File: src/rtl/seg_pkg.sv
package seg_pkg;

    localparam int ADDR_W  = 32;
    localparam int SEL_W   = 16;
    localparam int LIM_W   = 20;
    localparam int DESC_W  = 64;

    typedef enum logic [2:0] {
        CZ_NONE   = 3'd0,
        CZ_LIMIT  = 3'd1,
        CZ_TYPE   = 3'd2,
        CZ_PRIV   = 3'd3,
        CZ_ABSENT = 3'd4,
        CZ_TABLE  = 3'd5,
        CZ_NOSEG  = 3'd6
    } cause_e;

    typedef enum logic [1:0] {
        AK_READ  = 2'd0,
        AK_WRITE = 2'd1,
        AK_FETCH = 2'd2
    } acc_kind_e;

    typedef enum logic [1:0] {
        LS_IDLE = 2'd0,
        LS_LO   = 2'd1,
        LS_HI   = 2'd2
    } load_st_e;

    typedef struct packed {
        logic              valid;
        logic [ADDR_W-1:0] base;
        logic [LIM_W-1:0]  limit;
        logic              gran;
        logic              big;
        logic              present;
        logic [1:0]        dpl;
        logic              usr;
        logic [2:0]        kind;
        logic [1:0]        rpl;
    } shadow_t;

endpackage

File: src/rtl/seg_desc_unpack.sv
module seg_desc_unpack
    import seg_pkg::*;
(
    input  logic [DESC_W-1:0] raw,
    input  logic [1:0]        rpl,
    output shadow_t           sh
);
    logic [7:0] acc_byte;

    always_comb begin
        acc_byte   = raw[47:40];
        sh.base    = {raw[63:56], raw[39:16]};
        sh.limit   = {raw[51:48], raw[15:0]};
        sh.gran    = raw[55];
        sh.big     = raw[54];
        sh.present = acc_byte[7];
        sh.valid   = acc_byte[7];
        sh.dpl     = acc_byte[6:5];
        sh.usr     = acc_byte[4];
        sh.kind    = acc_byte[3:1];
        sh.rpl     = rpl;
    end
endmodule

File: src/rtl/seg_loader.sv
module seg_loader
    import seg_pkg::*;
#(
    parameter int               REAL_SHIFT = 4,
    parameter logic [LIM_W-1:0] REAL_LIMIT = 20'h0FFFF
) (
    input  logic              clk,
    input  logic              rst_n,
    input  logic              ld_req,
    input  logic [SEL_W-1:0]  ld_sel,
    input  logic              real_mode,
    input  logic [ADDR_W-1:0] gdt_base,
    input  logic [15:0]       gdt_limit,
    input  logic [ADDR_W-1:0] ldt_base,
    input  logic              mem_ack,
    input  logic [31:0]       mem_rdata,
    output logic              busy,
    output logic              mem_rd,
    output logic [ADDR_W-1:0] mem_addr,
    output shadow_t           shadow,
    output logic              flt,
    output cause_e            flt_cause
);
    localparam int IDX_W = SEL_W - 3;

    typedef struct packed {
        load_st_e          st;
        logic [ADDR_W-1:0] addr;
        logic [31:0]       lo;
        logic [1:0]        rpl;
        shadow_t           sh;
        logic              flt;
        cause_e            cause;
    } ld_state_t;

    ld_state_t q, d;
    shadow_t   dec;
    logic      past_end;

    seg_desc_unpack u_unpack (
        .raw (({mem_rdata, q.lo})),
        .rpl (q.rpl),
        .sh  (dec)
    );

    always_comb begin
        past_end = {1'b0, ld_sel[SEL_W-1:3], 3'b111} > {1'b0, gdt_limit};
        d        = q;
        d.flt    = 1'b0;
        d.cause  = CZ_NONE;
        unique case (q.st)
            LS_IDLE: begin
                if (ld_req) begin
                    d.rpl = ld_sel[1:0];
                    if (real_mode) begin
                        d.sh         = '0;
                        d.sh.valid   = 1'b1;
                        d.sh.base    = ADDR_W'(ld_sel) << REAL_SHIFT;
                        d.sh.limit   = REAL_LIMIT;
                        d.sh.present = 1'b1;
                        d.sh.usr     = 1'b1;
                        d.sh.kind    = 3'b001;
                        d.sh.rpl     = ld_sel[1:0];
                    end else begin
                        d.sh.valid = 1'b0;
                        if (!ld_sel[2] && past_end) begin
                            d.flt   = 1'b1;
                            d.cause = CZ_TABLE;
                        end else begin
                            d.st   = LS_LO;
                            d.addr = (ld_sel[2] ? ldt_base : gdt_base)
                                   + {{(ADDR_W-IDX_W-3){1'b0}}, ld_sel[SEL_W-1:3], 3'b000};
                        end
                    end
                end
            end
            LS_LO: begin
                if (mem_ack) begin
                    d.lo = mem_rdata;
                    d.st = LS_HI;
                end
            end
            LS_HI: begin
                if (mem_ack) begin
                    d.st = LS_IDLE;
                    d.sh = dec;
                    if (!dec.present) begin
                        d.sh.valid = 1'b0;
                        d.flt      = 1'b1;
                        d.cause    = CZ_ABSENT;
                    end
                end
            end
            default: d.st = LS_IDLE;
        endcase
    end

    always_ff @(posedge clk or negedge rst_n) begin
        if (!rst_n) begin
            q       <= '0;
            q.st    <= LS_IDLE;
            q.cause <= CZ_NONE;
        end else begin
            q <= d;
        end
    end

    assign busy      = (q.st != LS_IDLE);
    assign mem_rd    = (q.st != LS_IDLE);
    assign mem_addr  = (q.st == LS_HI) ? q.addr + ADDR_W'(4) : q.addr;
    assign shadow    = q.sh;
    assign flt       = q.flt;
    assign flt_cause = q.cause;
endmodule

File: src/rtl/seg_access_chk.sv
module seg_access_chk
    import seg_pkg::*;
#(
    parameter int PAGE_SHIFT = 12
) (
    input  logic              clk,
    input  logic              rst_n,
    input  logic              acc_req,
    input  logic [1:0]        acc_kind,
    input  logic [ADDR_W-1:0] acc_off,
    input  logic              real_mode,
    input  logic [1:0]        cpl,
    input  shadow_t           sh,
    output logic              acc_done,
    output logic              acc_ok,
    output cause_e            acc_cause,
    output logic [ADDR_W-1:0] lin_addr
);
    localparam logic [ADDR_W-1:0] UNIT_MASK = (ADDR_W'(1) << PAGE_SHIFT) - ADDR_W'(1);

    typedef struct packed {
        logic              done;
        logic              ok;
        cause_e            cause;
        logic [ADDR_W-1:0] lin;
    } acc_state_t;

    acc_state_t        q, d;
    logic [ADDR_W-1:0] eff_lim;
    logic [1:0]        need_lvl;
    cause_e            why;

    always_comb begin
        eff_lim  = sh.gran ? ((ADDR_W'(sh.limit) << PAGE_SHIFT) | UNIT_MASK)
                           : ADDR_W'(sh.limit);
        need_lvl = (cpl > sh.rpl) ? cpl : sh.rpl;
        why      = CZ_NONE;
        if (!sh.valid) begin
            why = CZ_NOSEG;
        end else if (!real_mode && !sh.usr) begin
            why = CZ_TYPE;
        end else if (!real_mode && sh.kind[2] && acc_kind == AK_WRITE) begin
            why = CZ_TYPE;
        end else if (!real_mode && !sh.kind[2] && acc_kind == AK_FETCH) begin
            why = CZ_TYPE;
        end else if (!real_mode && !sh.kind[2] && sh.dpl < need_lvl) begin
            why = CZ_PRIV;
        end else if (acc_off > eff_lim) begin
            why = CZ_LIMIT;
        end
        d.done  = acc_req;
        d.ok    = acc_req && (why == CZ_NONE);
        d.cause = acc_req ? why : CZ_NONE;
        d.lin   = sh.base + acc_off;
    end

    always_ff @(posedge clk or negedge rst_n) begin
        if (!rst_n) begin
            q       <= '0;
            q.cause <= CZ_NONE;
        end else begin
            q <= d;
        end
    end

    assign acc_done  = q.done;
    assign acc_ok    = q.ok;
    assign acc_cause = q.cause;
    assign lin_addr  = q.lin;
endmodule

File: src/rtl/seg_xlate.sv
module seg_xlate
    import seg_pkg::*;
#(
    parameter int               PAGE_SHIFT = 12,
    parameter int               REAL_SHIFT = 4,
    parameter logic [LIM_W-1:0] REAL_LIMIT = 20'h0FFFF
) (
    input  logic              clk,
    input  logic              rst_n,
    input  logic              real_mode,
    input  logic [1:0]        cpl,
    input  logic [ADDR_W-1:0] gdt_base,
    input  logic [15:0]       gdt_limit,
    input  logic [ADDR_W-1:0] ldt_base,
    input  logic              ld_req,
    input  logic [SEL_W-1:0]  ld_sel,
    output logic              busy,
    output logic              mem_rd,
    output logic [ADDR_W-1:0] mem_addr,
    input  logic              mem_ack,
    input  logic [31:0]       mem_rdata,
    input  logic              acc_req,
    input  logic [1:0]        acc_kind,
    input  logic [ADDR_W-1:0] acc_off,
    output logic              acc_done,
    output logic              acc_ok,
    output logic [ADDR_W-1:0] lin_addr,
    output logic              fault,
    output logic [2:0]        fault_cause
);
    shadow_t shadow;
    logic    ld_flt;
    cause_e  ld_cause;
    cause_e  ac_cause;

    seg_loader #(
        .REAL_SHIFT (REAL_SHIFT),
        .REAL_LIMIT (REAL_LIMIT)
    ) u_loader (
        .clk       (clk),
        .rst_n     (rst_n),
        .ld_req    (ld_req),
        .ld_sel    (ld_sel),
        .real_mode (real_mode),
        .gdt_base  (gdt_base),
        .gdt_limit (gdt_limit),
        .ldt_base  (ldt_base),
        .mem_ack   (mem_ack),
        .mem_rdata (mem_rdata),
        .busy      (busy),
        .mem_rd    (mem_rd),
        .mem_addr  (mem_addr),
        .shadow    (shadow),
        .flt       (ld_flt),
        .flt_cause (ld_cause)
    );

    seg_access_chk #(
        .PAGE_SHIFT (PAGE_SHIFT)
    ) u_check (
        .clk       (clk),
        .rst_n     (rst_n),
        .acc_req   (acc_req),
        .acc_kind  (acc_kind),
        .acc_off   (acc_off),
        .real_mode (real_mode),
        .cpl       (cpl),
        .sh        (shadow),
        .acc_done  (acc_done),
        .acc_ok    (acc_ok),
        .acc_cause (ac_cause),
        .lin_addr  (lin_addr)
    );

    always_comb begin
        fault       = ld_flt || (acc_done && !acc_ok);
        fault_cause = ld_flt ? ld_cause : ac_cause;
    end
endmodule

File: config.mk
export PLATFORM = sky130hd
export DESIGN_NAME = seg_xlate
export DESIGN_NICKNAME = d
export VERILOG_FILES = /design/src/rtl/seg_pkg.sv /design/src/rtl/seg_desc_unpack.sv /design/src/rtl/seg_loader.sv /design/src/rtl/seg_access_chk.sv /design/src/rtl/seg_xlate.sv
export SDC_FILE = /design/constraint.sdc
export NUM_CORES = 1
export LEC_CHECK = 0
export ABC_AREA = 1
export BUFFER_PORTS_ARGS = -buffer_cell sky130_fd_sc_hd__clkbuf_2
export CAP_MARGIN = 40
export CORE_MARGIN = 3
export CORE_UTILIZATION = 55
export DETAILED_ROUTE_END_ITERATION = 10
export PLACE_DENSITY = 0.8
export SLEW_MARGIN = 10
export SYNTH_ARGS = -nofsm -noshare
export SYNTH_HDL_FRONTEND = slang
export SYNTH_SLANG_ARGS = --single-unit
File: constraint.sdc
create_clock -name clk -period 5.6 [get_ports clk]
set_input_delay 1.12 -clock clk [delete_from_list [all_inputs] [get_ports clk]]
set_output_delay 1.12 -clock clk [all_outputs]
set_load 0.02 [all_outputs]
==> results of run 1 <==
worst max-delay path, stage by stage:
cell and delay, ns:
clkbuf_2 0.07, buf_4 0.35, inv_2 0.33, or2_2 0.36, o21ai_0 0.15, inv_1 0.10, ha_1 0.29, nand2_1 0.07
nand2_1 0.07, nand3b_1 0.08, nand2_1 0.11, nand2_1 0.10, nand3_2 0.28, nand2_1 0.16, nand3_1 0.09, nand3_1 0.09
nand2_1 0.05
synth_stat cells, types with 7 or more instances:
library cell	n
nor3_1	12
xor2_1	33
nor2_4	8
o21ai_0	98
clkbuf_1	17
a21oi_1	73
nand2_1	464
xnor2_1	25
inv_1	200
nand4_1	22
o22ai_1	22
ha_1	94
nor2_2	7
nand2_2	16
mux2_2	9
buf_2	14
nand3_1	88
a31oi_1	19
dfrtp_1	167
nor2_1	137
o21bai_1	10
buf_4	7
final timing paths:
| check | start | end | slack [ns] | cells after the start |
|---|---|---|---|---|
| max reg2reg | u_loader.q[134] | u_loader.shadow[15] | 2.69 | 8 |
| min | u_loader.shadow[63] | u_check.acc_cause[2] | 0.48 | 1 |
| max in group asynchronous | rst_n | u_loader.q[72] | 3.91 | 3 |
| min reg2reg | u_loader.shadow[63] | u_check.acc_cause[2] | 0.48 | 1 |
| max | ld_sel[2] | u_loader.q[122] | 2.07 | 17 |
| min in group asynchronous | rst_n | u_check.lin_addr[2] | 0.54 | 1 |
per-layer routing:
| layer | vias to the layer above | track usage (%) | wire (um) |
|---|---|---|---|
| met3 | 64 | 4.63 | 1910 |
| met5 | - | 0 | 0 |
| met2 | 410 | 49.6 | 16600 |
| met4 | 0 | 9.12 | 988 |
| li1 | 5672 | - | - |
| met1 | 5309 | 38.4 | 14600 |
sequential cells by signal, indices dropped and copies added (netlist names):
register	flops
u_loader.q	68
u_loader.shadow	60
u_check.lin_addr	32
u_check.acc_cause	3
u_loader.flt_cause	2
u_check.acc_done	1
u_check.acc_ok	1
report_power, final:
part | leakage, nW | total [mW] | switching (mW) | internal, mW
clock network | 0.293 | 1.21 | 0.568 | 0.643
registers | 2.05 | 2.11 | 0.393 | 1.71
logic | 5.02 | 2.77 | 1.78 | 0.990
total | 7.36 | 6.09 | 2.74 | 3.35
final cells by class:
class | instances | share of cell area [%]
multi-input cells | 1195 | 47.8
flip-flops and latches | 167 | 30.2
repair buffers | 249 | 9.46
inverters | 206 | 5.60
clock buffers | 18 | 3.11
well taps | 275 | 2.49
clock inverters | 14 | 1.29
logic make-up after synthesis:
logic type	share of synthesized area [%]
AND/OR/NAND/NOR	28.6
multiplexers	0.942
AO/OA/AOI/OAI	11.8
flip-flops	35.3
adder cells (fa/ha/maj)	10.3
buffers and inverters	8.76
XOR/XNOR	4.30
==> impl_metrics.json, run 1 <==
{
  "ys_seq_elements": 167,
  "grt_pass1_wl_um": 55500,
  "power_mw": 6.09,
  "hp-class": "reg -> reg",
  "gp_congestion": 0.960,
  "fin_cells": 2124,
  "die_w_um": 153,
  "grt_pass1_vias": 11000,
  "post_cts_buffers": 0,
  "dp.final_hpwl_um": 27500,
  "layout_common_cells": "464 x nand2_1, 240 x clkbuf_2, 200 x inv_1",
  "final_common_cell": "nand2_1",
  "synth-main-ff-cell": "dfrtp_1",
  "finalInstanceArea_um2": 13800,
  "tns_ns": 0,
  "multiInputGateArea_um2": 6610,
  "final_max_slew_viol_count": 0,
  "slew_headroom_pct": 43.8,
  "antenna_cells": 0,
  "drive_gt1_share_pct": 18.8,
  "hold_viol": 0,
  "syn_to_final_growth_pct": 16.9,
  "p_per_area_nw_per_um2": 441,
  "h-tree-depth": 4,
  "ys_warn_count": 0,
  "yosysTopAreaCell": "dfrtp_1",
  "vdd_drop_max_mv": 0.198,
  "die_area_um2": 23300,
  "status": "complete, no violations",
  "tritoncts": "built",
  "std_cell_rows": 53,
  "crit_required_ns": 5.93,
  "wire_per_inst_um": 16.1,
  "wirelength_um": 34100,
  "grt_setup_unrepaired": "false",
  "numClockSinks": 167,
  "p_leak_nw": 7.36,
  "ioPinCount": 242,
  "port_buffers": 241,
  "async_flop_share_pct": 100,
  "drtIter0Drc": 675,
  "fillers": 1902,
  "worstPathArrival_ns": 3.86,
  "fin_crit_sh_pct": 63.0,
  "finClkSkew_ns": 0.0125,
  "final_util_pct": 65.5,
  "core-area_um2": 21100,
  "first_pass_iters": 6,
  "grt_start_max_net_pins": 95,
  "whs_ns": 0.476,
  "synth_area_leaders": "dfrtp_1 35%, nand2_1 15%, ha_1 9.9%",
  "start_util_pct": 56.1,
  "vias": 11500,
  "fp.dieH_um": 153,
  "place_ws_ns": 1.64,
  "start_kind": "input port",
  "cts_hold_buf": 0,
  "clockRootBuffer": "clkbuf_16",
  "grt_overflow": 0,
  "maxCapViolCount": 0,
  "postPlaceCellArea_um2": 13200,
  "path_class": "in -> reg",
  "cts_resized": 0,
  "timing.fmax_mhz": 284,
  "min_period_ns": 3.53,
  "viasPerCell": 5.39,
  "path_max_fanout": 39,
  "grtUsageTotal_pct": 29.2,
  "antenna_found_initial": 0,
  "clkTransAtPathRegs_ns": 0.08,
  "clk_latency_ns": 0.44,
  "ys_seq_area_share_pct": 35.3,
  "final_nets": 2102,
  "setup_slack_ns": 2.07,
  "setup_viol": 0,
  "cts_buffer_depth": 2,
  "numCtsBuffers": 17,
  "tightest_slew_ns": 0.843,
  "synth-edff-count": 0,
  "endpoint_kind": "flop",
  "synth_top_area_share_pct": 35.3,
  "drc": 0,
  "avgSynthCellArea_um2": 7.33,
  "seq_area_um2": 4180,
  "antenna_left": 0,
  "syn_inst": 1614,
  "synth_nets": 1880,
  "yosysUniqueCellTypes": 51,
  "netlist_area_um2": 11800,
  "dp_cells": 2092
}
No activity file was read; power rests on OpenSTA's default activity.
==> run 2, diff against run 1 <==
--- a/config.mk
+++ b/config.mk
@@ -9,9 +9,9 @@
 export BUFFER_PORTS_ARGS = -buffer_cell sky130_fd_sc_hd__clkbuf_2
 export CAP_MARGIN = 40
 export CORE_MARGIN = 3
-export CORE_UTILIZATION = 55
+export CORE_UTILIZATION = 51
 export DETAILED_ROUTE_END_ITERATION = 10
-export PLACE_DENSITY = 0.8
+export PLACE_DENSITY = 0.78
 export SLEW_MARGIN = 10
 export SYNTH_ARGS = -nofsm -noshare
 export SYNTH_HDL_FRONTEND = slang
==> constraint.sdc (replaced) <==
create_clock -name clk -period 2.8 [get_ports clk]
set_input_delay 0.56 -clock clk [delete_from_list [all_inputs] [get_ports clk]]
set_output_delay 0.56 -clock clk [all_outputs]
set_load 0.02 [all_outputs]
==> impl_metrics.json, run 2 (synthesized netlist as in run 1, its figures left out) <==
{
  "status": "complete, no violations",
  "antenna_found_initial": 0,
  "fin_crit_sh_pct": 99.0,
  "die_area_um2": 25000,
  "setup.worst_path.start": "u_loader.q[105]",
  "start_kind": "flop",
  "maxCapViolCount": 0,
  "p_per_area_nw_per_um2": 871,
  "cp-endpoint": "mem_addr[30]",
  "tightest_slew_ns": 0.669,
  "path_class": "reg -> out",
  "reg2reg_depth": 11,
  "grtUsageTotal_pct": 28.7,
  "start_util_pct": 52.1,
  "hold_viol": 0,
  "fp.dieH_um": 158,
  "setup_viol": 0,
  "grt_overflow": 0,
  "slowest_stage": "dfrtp_1",
  "antenna_cells": 0,
  "drive_gt1_share_pct": 20.2,
  "worstPathArrival_ns": 2.21,
  "dp.final_hpwl_um": 28800,
  "die_w_um": 158,
  "drc": 0,
  "clkTransAtPathRegs_ns": 0.07,
  "endpoint_kind": "output port",
  "dp_cells": 2113,
  "drtIter0Drc": 729,
  "syn_to_final_growth_pct": 18.7,
  "final_common_cell": "nand2_1",
  "numCtsBuffers": 17,
  "finClkSkew_ns": 0.0112,
  "whs_ns": 0.132,
  "clockRootBuffer": "clkbuf_16",
  "path_common_cell": "nor2_4",
  "final_nets": 2124,
  "layout_common_cells": "463 x nand2_1, 232 x clkbuf_2, 198 x inv_1",
  "rrSetupSlack_ns": 0.63,
  "vias": 11500,
  "vdd_drop_max_mv": 0.503,
  "final_max_slew_viol_count": 0,
  "fin_cells": 2156,
  "cts_buffer_depth": 2,
  "grt_pass1_wl_um": 56300,
  "antenna_left": 0,
  "grt_setup_unrepaired": "true",
  "rr_startpoint": "u_loader.shadow[10]",
  "numClockSinks": 167,
  "first_pass_iters": 5,
  "grt_start_max_net_pins": 95,
  "reg2reg_to": "u_check.acc_ok",
  "slew_headroom_pct": 55.4,
  "hp-class": "in -> async",
  "tritoncts": "built",
  "power_mw": 12.2,
  "path_max_fanout": 4,
  "gp_congestion": 0.989,
  "min_period_ns": 2.77,
  "p_leak_nw": 7.49,
  "place_ws_ns": 0.0171,
  "viasPerCell": 5.31,
  "largest-register": "u_loader.q",
  "std_cell_rows": 55,
  "timing.fmax_mhz": 361,
  "setup_slack_ns": 0.0289,
  "wirelength_um": 35600,
  "crit_path_cell_trace": "ha_2 > nand3_2 > nor2_4 > nand3_4 > nor2_4 > nand2_2 > nor2_4 > nand4_1 > xnor2_1 > buf_4",
  "clk_latency_ns": 0.44,
  "core-area_um2": 22700,
  "wire_per_inst_um": 16.5,
  "largest_reg_flops": 68,
  "grt_pass1_vias": 11100,
  "ioPinCount": 242,
  "h-tree-depth": 4,
  "crit_required_ns": 2.24,
  "port_buffers": 241,
  "slowest_delay_ns": 0.37
}
-- run 2: what timing repair did --
action                                  CTS  global route
endpoints found under the setup margin    8            15
hold buffers                              0             0
gates resized for setup                   4            26
pin swaps                                 2             8
setup buffers                             5             6
-- run 2: metal layers --
| metal | global-route usage (%) | wire length, um | up-vias |
|---|---|---|---|
| li1 | - | - | 5707 |
| met2 | 49.7 | 17500 | 403 |
| met1 | 37.4 | 15200 | 5298 |
| met4 | 8.19 | 783 | 0 |
| met5 | 0 | 0 | - |
| met3 | 4.48 | 2130 | 51 |
-- run 2: power by group --
group / switching (mW) / internal (mW)
Combinational: 3.65 / 2.09
Sequential: 0.774 / 3.43
Clock: 1.08 / 1.19
Total: 5.51 / 6.71
-- run 2: worst min path at each step --
stage / cells after the start / endpoint / from
final: 1 / u_check.lin_addr[2] / rst_n
after global routing: 1 / u_check.lin_addr[2] / rst_n
after CTS: 1 / u_check.lin_addr[2] / rst_n
after detailed placement: 2 / u_loader.q[103] / u_loader.q[103]
after global placement: 2 / u_loader.q[77] / u_loader.q[77]
after floorplan: 0 / u_check.acc_cause[0] / rst_n
-- run 2: layout make-up --
type | count | area, um^2
clock inverter | 12 | 106
clock buffer | 20 | 447
tap | 285 | 357
inverter | 206 | 773
sequential | 167 | 4180
timing repair buffer | 271 | 1500
fill | 2117 | 8680
multi-input combinational | 1195 | 6670
-- run 2: metrics by stage --
step | cell area (um^2) | utilization (%) | TNS [ns]
finish | 14000 | 61.8 | 0
global route | 14000 | 61.8 | -0.292
CTS | 13900 | 61.3 | -0.0105
detailed placement | 13300 | 58.6 | 0
global placement | 13300 | 58.6 | 0
floorplan | 11800 | - | 0
-- run 2: critical path, delay by kind of cell (launching register included) --
family        cells  cell delay [ns]
simple gates      7             0.84
buf+inv           1             0.17
xor+xnor          1             0.20
flops             1             0.37
fa+ha+maj         1             0.20
==> run 3, diff against run 2 <==
--- a/config.mk
+++ b/config.mk
@@ -10,7 +10,9 @@
 export CAP_MARGIN = 40
 export CORE_MARGIN = 3
 export CORE_UTILIZATION = 51
+export CTS_CLUSTER_DIAMETER = 60
 export DETAILED_ROUTE_END_ITERATION = 10
+export GPL_TIMING_DRIVEN = 0
 export PLACE_DENSITY = 0.78
 export SLEW_MARGIN = 10
 export SYNTH_ARGS = -nofsm -noshare
==> impl_metrics.json, run 3 (synthesized netlist as in run 1, its figures left out) <==
{
  "slew_headroom_pct": 40.8,
  "start_kind": "flop",
  "start_util_pct": 52.1,
  "drc": 0,
  "path_max_fanout": 4,
  "final_common_cell": "nand2_1",
  "std_cell_rows": 55,
  "setup_viol": 1,
  "cts_hold_buf": 0,
  "slowest_delay_ns": 0.41,
  "core-area_um2": 22700,
  "vdd_drop_max_mv": 0.456,
  "violations": "negative setup slack",
  "seq_area_um2": 4180,
  "endpoint_kind": "output port",
  "die_w_um": 158,
  "grt_pass1_wl_um": 56400,
  "tightest_slew_ns": 0.888,
  "antenna_cells": 0,
  "maxCapViolCount": 0,
  "viasPerCell": 5.31,
  "fillers": 2035,
  "crit_path_cell_trace": "ha_2 > nand3_2 > nor2_4 > nand3_4 > nor2_4 > nand2_4 > nor2_4 > nand4_1 > xnor2_1 > buf_4",
  "die_area_um2": 25000,
  "final_nets": 2152,
  "port_buffers": 241,
  "grt_setup_unrepaired": "true",
  "largest-register": "u_loader.q",
  "slowest_stage": "dfrtp_1",
  "grt_pass1_vias": 11300,
  "finClkSkew_ns": 0.00916,
  "numClockSinks": 167,
  "path_common_cell": "nor2_4",
  "grtUsageTotal_pct": 28.8,
  "hold_viol": 0,
  "path_buf_inv": 1,
  "reg2reg_to": "u_check.acc_ok",
  "numCtsBuffers": 17,
  "syn_to_final_growth_pct": 20.7,
  "clockRootBuffer": "clkbuf_16",
  "cts_buffer_depth": 2,
  "wirelength_um": 36100,
  "grt_overflow": 0,
  "fp.dieH_um": 158,
  "antenna_found_initial": 0,
  "tns_ns": -0.0152,
  "first_pass_iters": 5,
  "final_util_pct": 62.8,
  "rrSetupSlack_ns": 0.22,
  "wire_per_inst_um": 16.5,
  "hp-class": "in -> async",
  "timing.fmax_mhz": 355,
  "layout_common_cells": "460 x nand2_1, 233 x clkbuf_2, 198 x inv_1",
  "final_max_slew_viol_count": 0,
  "antenna_left": 0,
  "largest_reg_flops": 68,
  "clk_latency_ns": 0.44,
  "min_period_ns": 2.82,
  "gp_congestion": 0.954,
  "dp.final_hpwl_um": 29700,
  "crit_required_ns": 2.24,
  "multiInputGateArea_um2": 6710,
  "worstPathArrival_ns": 2.26,
  "clkTransAtPathRegs_ns": 0.08,
  "setup_slack_ns": -0.0152,
  "vias": 11600,
  "ioPinCount": 242,
  "drive_gt1_share_pct": 21.1,
  "tritoncts": "built",
  "status": "finished with violations",
  "reg2reg_depth": 11,
  "fin_crit_sh_pct": 101,
  "grt_start_max_net_pins": 104,
  "rr_startpoint": "u_loader.shadow[10]",
  "critPathTopFamily": "simple AND/OR/NAND/NOR gates",
  "p_per_area_nw_per_um2": 871,
  "drtIter0Drc": 848,
  "h-tree-depth": 4,
  "p_leak_nw": 7.61,
  "path_class": "reg -> out"
}
run 3: cell count changes in the layout (fill, tap and decap cells not counted), sizes merged:
cell / before / now
clkbuf: 252 / 265
buf: 39 / 51
clkinv: 1 / 5
bufinv: 0 / 1
clkinvlp: 3 / 2
inv: 214 / 213
run 3: final cells by class:
| type | instances | area share (%) |
|---|---|---|
| plain buffers | 44 | 1.90 |
| clock buffers | 17 | 2.98 |
| clock inverters | 15 | 1.28 |
| inverters | 206 | 5.42 |
| multi-input cells | 1195 | 47.0 |
| flip-flops and latches | 167 | 29.3 |
| well taps | 285 | 2.50 |
| repair buffers | 255 | 9.60 |
run 3: worst max-delay path by stage:
stage	start	end	slack, ns	cells after the start
after floorplan	ld_sel[2]	u_loader.q[121]	0.07	17
after global placement	rst_n	u_loader.q[124]	-1.74	1
after detailed placement	ld_sel[2]	u_loader.q[131]	-0.58	18
after CTS	u_loader.q[104]	mem_addr[30]	-0.04	10
after global routing	u_loader.q[104]	mem_addr[26]	-0.09	10
final	u_loader.q[104]	mem_addr[30]	-0.02	10
run 3: through the flow:
step,instances,hold slack (ns),worst slack (ns),power (mW),instance area [um^2]
2_1_floorplan,1614,0.264,0.0693,7.91,11800
3_3_place_gp,2140,0.463,-1.74,9.70,13400
3_5_place_dp,2141,0.469,-0.578,9.86,13400
5_1_grt,2184,0.246,-0.0871,13.4,14300
4_1_cts,2175,0.233,-0.0361,12.3,14100
6_report,2184,0.212,-0.0152,12.4,14300
run 3: metal layers:
metal / vias up / routed length [um] / global-route usage [%]
li1: 5771 / - / -
met1: 5320 / 14900 / 36.1
met2: 433 / 17800 / 51.1
met3: 66 / 2370 / 3.70
met4: 0 / 1060 / 10.3
met5: - / 0 / 0
run 3: timing repair:
item | 4_1_cts | 5_1_grt
gates resized for setup | 5 | 49
endpoints found under the setup margin | 12 | 35
cloned | 0 | 0
setup buffers | 2 | 11
pin swaps | 3 | 11
run 3: report_power, final:
part / total, mW / internal [mW] / switching, mW
registers: 4.23 / 3.43 / 0.802
clock network: 2.41 / 1.28 / 1.13
logic: 5.80 / 2.12 / 3.68
total: 12.4 / 6.83 / 5.60
